`config.mk`:
```
export PLATFORM = sky130hd
export DESIGN_NAME = sdiv_flags
export DESIGN_NICKNAME = d
export VERILOG_FILES = /design/src/rtl/sdiv_pkg.sv /design/src/rtl/sdiv_ctrl.sv /design/src/rtl/sdiv_core.sv /design/src/rtl/sdiv_fixup.sv /design/src/rtl/sdiv_flags.sv
export SDC_FILE = /design/constraint.sdc
export NUM_CORES = 1
export LEC_CHECK = 0
export BUFFER_PORTS_ARGS = -buffer_cell sky130_fd_sc_hd__buf_2
export CAP_MARGIN = 20
export CORE_MARGIN = 8
export CORE_UTILIZATION = 45
export CTS_CLUSTER_SIZE = 10
export DETAILED_ROUTE_END_ITERATION = 8
export GPL_TIMING_DRIVEN = 1
export SYNTH_ARGS = -nofsm -noshare
export SYNTH_HDL_FRONTEND = slang
export SYNTH_SLANG_ARGS = --single-unit
```
`constraint.sdc`:
```
create_clock -name clk -period 9.18 [get_ports clk]
set_clock_uncertainty 0.05 [all_clocks]
set_input_delay 0.918 -clock clk [delete_from_list [all_inputs] [get_ports clk]]
set_output_delay 0.918 -clock clk [all_outputs]
set_load 0.005 [all_outputs]
```
`src/rtl/sdiv_pkg.sv`:
```
package sdiv_pkg;
  typedef struct packed {
    logic sat;
    logic cy;
    logic ov;
    logic s;
    logic z;
  } flags_t;

  typedef enum logic [1:0] {
    ST_IDLE,
    ST_SETUP,
    ST_ITER,
    ST_FIN
  } st_e;
endpackage

```
`src/rtl/sdiv_ctrl.sv`:
```
module sdiv_ctrl
  import sdiv_pkg::*;
#(
  parameter int W = 32
) (
  input  logic clk,
  input  logic rst_n,
  input  logic accept,
  input  logic div_zero,
  output st_e  state,
  output logic load,
  output logic step,
  output logic fin
);
  localparam int CW = $clog2(W + 1);
  localparam logic [CW-1:0] LAST = CW'(W - 1);

  logic [CW-1:0] cnt;

  always_ff @(posedge clk or negedge rst_n) begin
    if (!rst_n) begin
      state <= ST_IDLE;
      cnt   <= '0;
    end else begin
      unique case (state)
        ST_IDLE:  if (accept) state <= ST_SETUP;
        ST_SETUP: begin
          cnt   <= '0;
          state <= div_zero ? ST_FIN : ST_ITER;
        end
        ST_ITER: begin
          cnt <= cnt + 1'b1;
          if (cnt == LAST) state <= ST_FIN;
        end
        ST_FIN:   state <= ST_IDLE;
        default:  state <= ST_IDLE;
      endcase
    end
  end

  always_comb begin
    load = (state == ST_SETUP) && !div_zero;
    step = (state == ST_ITER);
    fin  = (state == ST_FIN);
  end
endmodule

```
`src/rtl/sdiv_core.sv`:
```
module sdiv_core #(
  parameter int W = 32
) (
  input  logic         clk,
  input  logic         rst_n,
  input  logic         load,
  input  logic         step,
  input  logic [W-1:0] dvd_mag,
  input  logic [W-1:0] dvs_mag,
  output logic [W-1:0] quo_mag,
  output logic [W-1:0] rem_mag
);
  logic [W-1:0] dvs_r;
  logic [W:0]   shifted;
  logic [W:0]   trial;

  always_comb begin
    shifted = {rem_mag, quo_mag[W-1]};
    trial   = shifted - {1'b0, dvs_r};
  end

  always_ff @(posedge clk or negedge rst_n) begin
    if (!rst_n) begin
      quo_mag <= '0;
      rem_mag <= '0;
      dvs_r   <= '0;
    end else if (load) begin
      quo_mag <= dvd_mag;
      rem_mag <= '0;
      dvs_r   <= dvs_mag;
    end else if (step) begin
      if (!trial[W]) begin
        rem_mag <= trial[W-1:0];
        quo_mag <= {quo_mag[W-2:0], 1'b1};
      end else begin
        rem_mag <= shifted[W-1:0];
        quo_mag <= {quo_mag[W-2:0], 1'b0};
      end
    end
  end
endmodule

```
`src/rtl/sdiv_fixup.sv`:
```
module sdiv_fixup
  import sdiv_pkg::*;
#(
  parameter int W = 32
) (
  input  logic         dvd_neg,
  input  logic         dvs_neg,
  input  logic [W-1:0] quo_mag,
  input  logic [W-1:0] rem_mag,
  input  logic         div_zero,
  input  logic         min_by_m1,
  input  logic         same_dst,
  input  flags_t       flg_in,
  output logic [W-1:0] quo,
  output logic [W-1:0] rem,
  output logic         q_we,
  output logic         r_we,
  output flags_t       flg_out
);
  logic [W-1:0] q_signed;

  always_comb begin
    q_signed = (dvd_neg ^ dvs_neg) ? (~quo_mag + 1'b1) : quo_mag;
    flg_out  = flg_in;
    if (div_zero) begin
      quo        = '0;
      rem        = '0;
      q_we       = 1'b0;
      r_we       = 1'b0;
      flg_out.ov = 1'b1;
    end else begin
      quo        = q_signed;
      rem        = dvd_neg ? (~rem_mag + 1'b1) : rem_mag;
      q_we       = !same_dst;
      r_we       = 1'b1;
      flg_out.ov = min_by_m1;
      flg_out.s  = q_signed[W-1];
      flg_out.z  = (q_signed == '0);
    end
  end
endmodule

```
`src/rtl/sdiv_flags.sv`:
```
module sdiv_flags
  import sdiv_pkg::*;
#(
  parameter int W = 32
) (
  input  logic         clk,
  input  logic         rst_n,
  input  logic         in_valid,
  output logic         in_ready,
  input  logic [W-1:0] in_dividend,
  input  logic [W-1:0] in_divisor,
  input  logic [4:0]   in_flags,
  input  logic         in_same_dst,
  output logic         out_done,
  output logic [W-1:0] out_quotient,
  output logic [W-1:0] out_remainder,
  output logic         out_q_we,
  output logic         out_r_we,
  output logic [4:0]   out_flags
);
  localparam logic [W-1:0] MOST_NEG = {1'b1, {(W-1){1'b0}}};

  st_e          state;
  logic         accept, load, step, fin;
  logic [W-1:0] dvd_q, dvs_q;
  flags_t       flg_q;
  logic         same_q;
  logic         div_zero, min_by_m1;
  logic [W-1:0] dvd_mag, dvs_mag, quo_mag, rem_mag;
  logic [W-1:0] quo_w, rem_w;
  logic         q_we_w, r_we_w;
  flags_t       flg_w;

  assign in_ready = (state == ST_IDLE);
  assign accept   = in_valid && in_ready;

  always_ff @(posedge clk or negedge rst_n) begin
    if (!rst_n) begin
      dvd_q  <= '0;
      dvs_q  <= '0;
      flg_q  <= '0;
      same_q <= 1'b0;
    end else if (accept) begin
      dvd_q  <= in_dividend;
      dvs_q  <= in_divisor;
      flg_q  <= flags_t'(in_flags);
      same_q <= in_same_dst;
    end
  end

  always_comb begin
    div_zero  = (dvs_q == '0);
    min_by_m1 = (dvd_q == MOST_NEG) && (dvs_q == '1);
    dvd_mag   = dvd_q[W-1] ? (~dvd_q + 1'b1) : dvd_q;
    dvs_mag   = dvs_q[W-1] ? (~dvs_q + 1'b1) : dvs_q;
  end

  sdiv_ctrl #(.W(W)) u_ctrl (
    .clk      (clk),
    .rst_n    (rst_n),
    .accept   (accept),
    .div_zero (div_zero),
    .state    (state),
    .load     (load),
    .step     (step),
    .fin      (fin)
  );

  sdiv_core #(.W(W)) u_core (
    .clk     (clk),
    .rst_n   (rst_n),
    .load    (load),
    .step    (step),
    .dvd_mag (dvd_mag),
    .dvs_mag (dvs_mag),
    .quo_mag (quo_mag),
    .rem_mag (rem_mag)
  );

  sdiv_fixup #(.W(W)) u_fix (
    .dvd_neg   (dvd_q[W-1]),
    .dvs_neg   (dvs_q[W-1]),
    .quo_mag   (quo_mag),
    .rem_mag   (rem_mag),
    .div_zero  (div_zero),
    .min_by_m1 (min_by_m1),
    .same_dst  (same_q),
    .flg_in    (flg_q),
    .quo       (quo_w),
    .rem       (rem_w),
    .q_we      (q_we_w),
    .r_we      (r_we_w),
    .flg_out   (flg_w)
  );

  always_ff @(posedge clk or negedge rst_n) begin
    if (!rst_n) begin
      out_done      <= 1'b0;
      out_quotient  <= '0;
      out_remainder <= '0;
      out_q_we      <= 1'b0;
      out_r_we      <= 1'b0;
      out_flags     <= '0;
    end else begin
      out_done <= fin;
      if (fin) begin
        out_quotient  <= quo_w;
        out_remainder <= rem_w;
        out_q_we      <= q_we_w;
        out_r_we      <= r_we_w;
        out_flags     <= flg_w;
      end
    end
  end
endmodule

```
==> run summary <==
The register area came out at 6132 um2. The worst register-to-register path has a depth of 9. The fraction of layout instances using a drive strength above 1 came out at 0.1743. The number of search-and-repair iterations in the first detailed-routing pass came out at 7.

Setup repair after global routing left no endpoint under its margin. The total clock buffers created by CTS is 29. The number of sinks on the clock net is ~250. The synthesized net count is 1,721. For this run, the post-layout net count is around 1,800. At the placement stage, the worst setup path has a slack of about 5.0 ns. The slowest stage of the critical path is the sky130_fd_sc_hd__or4_4 cell. The synthesized area divided by synthesized cell count came out at between 9 and 10 um2. The count of yosys warnings during synthesis is 0. The fraction of the mapped netlist area in adder cells is 0.03733. The top flip-flop cell by instance count after synthesis is sky130_fd_sc_hd__dfrtp_1. Yosys mapped the design onto 71 distinct sky130hd cell types. The clock share of power came out at 0.136.

The most numerous cell type found on the critical path is sky130_fd_sc_hd__or4_4. The layout has slightly above 3,000 filler cells. The register clock-pin slew on the reported worst setup and hold paths came out at ~0.06 ns. The setup check on the worst reg-to-reg path leaves a slack of between 5 and 6 ns. The count of flip-flops with a built-in enable after synthesis is 0. After clock tree synthesis, the setup repair step added 0 buffers. The total leakage power came out at 7.199 nW.

Of the total synthesized cell area, the portion taken by XOR and XNOR cells is 0.08554. The number of top-level pins is 146. The tightest slew margin relative to the limit came out at 0.3268. In this run the clock root is driven by a sky130_fd_sc_hd__clkbuf_16.

The floorplan step set the die width to between 150 and 200 um. The routed wirelength normalized by instance count is 18.48 um. The mean number of vias per cell came out at about 5.6. The area inside the core boundary came out at roughly 33,000 um2.

The share of synthesized area in the top cell type comes to 0.4101. The detailed-route wire length is ~40,000 um. The startpoint identified for the worst register-to-register timing path is u_core.quo_mag[10]$_DFFE_PN0P_.

In this run the worst setup path begins at u_core.quo_mag[10]$_DFFE_PN0P_. The share of total power dissipated in combinational logic is 0.558. In the final layout, the multi-input gates occupy 8220 um2. The register share of total power came out at 0.306.

The leftover overflow at the end of global routing is 0. Walking the worst path, the cells encountered are or4_4 -> or4_4 -> or3_1 -> o31ai_1 -> xnor2_1 -> o21ai_0 -> or4_1 -> nor4_1 -> a21o_1. The run finished with clean final reports.

Of all cell types, the one taking the most synthesized area is sky130_fd_sc_hd__dfrtp_1. The measured slew at the worst slew-check pin came out at between 1 and 1.5 ns. Data arrives at the worst endpoint at about 4.6 ns.

The starting density of the core is 0.4583. STA classifies the critical path endpoint as a flip-flop. The total setup violations reported at the end of the flow is 0. The total via count after detailed routing came out at roughly 12,000.

The count of antenna diodes in the layout is 0. The reported net switching power is ~3.4 mW. The clock latency of the later-clocked register in the worst-skew pair is about 0.55 ns. For the worst setup path, the data required time is between 9 and 10 ns. The global-route wire length before repair is around 63,000 um.

In the synthesized netlist, the number of instances is ~1,600. The number of levels the H-tree was split into is 1. The count of pins over their slew limit is 0. The area of the mapped netlist is roughly 15,000 um2. The maximum clock path buffer count is 3. The fraction of the mapped netlist area in compound gates came out at 0.1820.

The overall die height came out at a little under 200 um. The quantity of gates resized following cts came out at 0. The total global routing track utilization is 0.1980.

The worst-case IR drop observed on VDD is between 150 and 200 uV. Sorting the synthesized cells by area gives the leading types as sky130_fd_sc_hd__dfrtp_1 (41%), sky130_fd_sc_hd__xnor2_1 (5.7%), sky130_fd_sc_hd__mux2_2 (5.6%). The via count of the first global-routing pass is 11,482.

The number of buffer cells added on primary ports came out at about 140. The register area share after synthesis came out at 0.4101. The terminus of the critical flop-to-flop path is out_flags[0]$_DFFE_PN0P_. TritonCTS built the clock tree. Of the total synthesized cell area, the portion taken by AND, OR, NAND and NOR gates is 0.1455. The initial antenna violation count was 0. Setup slack on the critical path of the routed design comes to approximately 5.0 ns.

The summed negative setup slack over all endpoints is 0 ns. The path type of the worst min-delay path is primary input to async pin. The maximum number of pins on one net before global-route repair came out at roughly 110. The switching fraction of total power is 0.4560. The number of hold buffers added after CTS was 0.

The most common cell in the synthesized netlist is sky130_fd_sc_hd__dfrtp_1. The placed wire-length estimate after detailed placement is a little under 30,000 um. The number of DRC violations after detailed-routing iteration 0 is between 800 and 900.

The internal portion of the total power is ~4 mW. The area overhead of the layout relative to synthesis came out at 12.40%. The nature of the critical path startpoint is a flip-flop. The peak per-stage delay on the critical path came out at around 0.6 ns. The die covers 39,310 um2.

The number of flip-flops and latches in the synthesized netlist came out at roughly 250. The ratio of final minimum period to clock period is 0.4541. Of all flip-flops after synthesis, the portion carrying an async set or reset was 1.000. The ratio of total power to cell area is ~440 nW/um2. For this run, design rule violations remaining after detail routing come to 0. After layout, the minimum clock period comes to ~4.2 ns. Sorting the synthesized cells by how often they occur yields sky130_fd_sc_hd__dfrtp_1 (245), sky130_fd_sc_hd__nand2_1 (187), sky130_fd_sc_hd__o21ai_0 (147). The proportion of synthesized area in mux cells came out at 0.09600. The routability congestion estimate came out at 0.9002. The number of max-capacitance violations reported is 0.

In this run the remaining antenna-violating nets after routing total 0. The final count of hold timing violations is 0. By area, the combinational part of the netlist is dominated by compound AO/OA/AOI/OAI gates. The worst setup path is of the flip-flop to flip-flop kind.

The achievable clock frequency is between 200 and 250 MHz. The biggest fanout along the worst timing path is 10. After floorplanning, the core was divided into 66 placement rows.
==> worst max-delay path: cells and delay by family (launching register included) <==
kind	cells	cell delay [ns]
flip-flops	1	0.52
AO/OA/AOI/OAI	3	0.66
AND/OR/NAND/NOR	5	2.52
XOR/XNOR	1	0.34
==> sequential cells by signal, summed over array words and instances, names as in the netlist <==
register        flops
out_done            1
u_core.quo_mag     32
u_ctrl.cnt          6
out_quotient       32
out_r_we            1
out_remainder      32
dvs_q              32
out_flags           5
u_ctrl.state        2
dvd_q              32
same_q              1
u_core.dvs_r       32
out_q_we            1
flg_q               4
u_core.rem_mag     32
==> area by class of cell <==
| cell class | instances | share of cell area |
|---|---|---|
| Tap cell | 442 | 0.03291 |
| Clock inverter | 1 | 0.0002978 |
| Inverter | 64 | 0.01430 |
| Multi-Input combinational cell | 1191 | 0.4892 |
| Clock buffer | 39 | 0.04721 |
| Timing Repair Buffer | 158 | 0.05115 |
| Sequential cell | 245 | 0.3649 |
==> logic make-up (layout without fill, tap and decap cells) <==
logic type               after synthesis  after routing
adder cells (fa/ha/maj)               44             44
flip-flops                           245            245
multiplexers                         134            134
AND/OR/NAND/NOR                      447            447
buffers and inverters                168            262
AO/OA/AOI/OAI                        420            420
XOR/XNOR                             146            146
==> cell usage in the layout (no fill, tap or decap), drive strengths merged, types with 48 or more instances in the layout <==
cell type	count
nand2	187
o2bb2ai	51
inv	64
xnor2	98
mux2	75
buf	156
nor2	75
mux2i	59
a21oi	82
o21ai	147
xor2	48
dfrtp	245
==> routing by layer <==
layer,vias up,GRT usage,share of wire
li1,5934,-,-
met4,0,0.03761,0.014
met2,290,0.2718,0.39
met1,5681,0.3163,0.53
met3,43,0.03548,0.065
met5,-,0,0
==> power by group through the flow <==
stage / Combinational, mW / Sequential (mW) / Clock [mW]
finish: 4.14 / 2.27 / 1.01
global route: 4.64 / 2.35 / 1.08
CTS: 4.15 / 2.26 / 1.04
detailed placement: 4.13 / 2.27 / 0
global placement: 4.07 / 2.25 / 0
floorplan: 3.27 / 2.00 / 0
==> per-stage QoR <==
stage | hold slack [ns] | utilization | cells | instance area [um2] | total power, mW
3_5_place_dp | 0.4001 | 0.4893 | 2097 | 15960 | 6.401
2_1_floorplan | 0.3793 | - | 1604 | 14950 | 5.273
3_3_place_gp | 0.3877 | 0.4893 | 2097 | 15960 | 6.321
6_report | 0.3882 | 0.5152 | 2140 | 16800 | 7.418
4_1_cts | 0.4072 | 0.5137 | 2137 | 16760 | 7.446
5_1_grt | 0.4169 | 0.5152 | 2140 | 16800 | 8.073
==> how the worst max path moves through the flow <==
stage | slack, ns | to | cells past startpoint
final | 5.01 | out_flags[0]$_DFFE_PN0P_ | 9
after detailed placement | 5.04 | out_flags[0]$_DFFE_PN0P_ | 9
after global placement | 5.00 | u_core.rem_mag[14]$_DFFE_PN0P_ | 11
after global routing | 4.79 | u_core.rem_mag[20]$_DFFE_PN0P_ | 12
after CTS | 4.97 | out_flags[0]$_DFFE_PN0P_ | 9
after floorplan | 5.58 | out_flags[0]$_DFFE_PN0P_ | 12
Power figures use the tool's default switching activity.
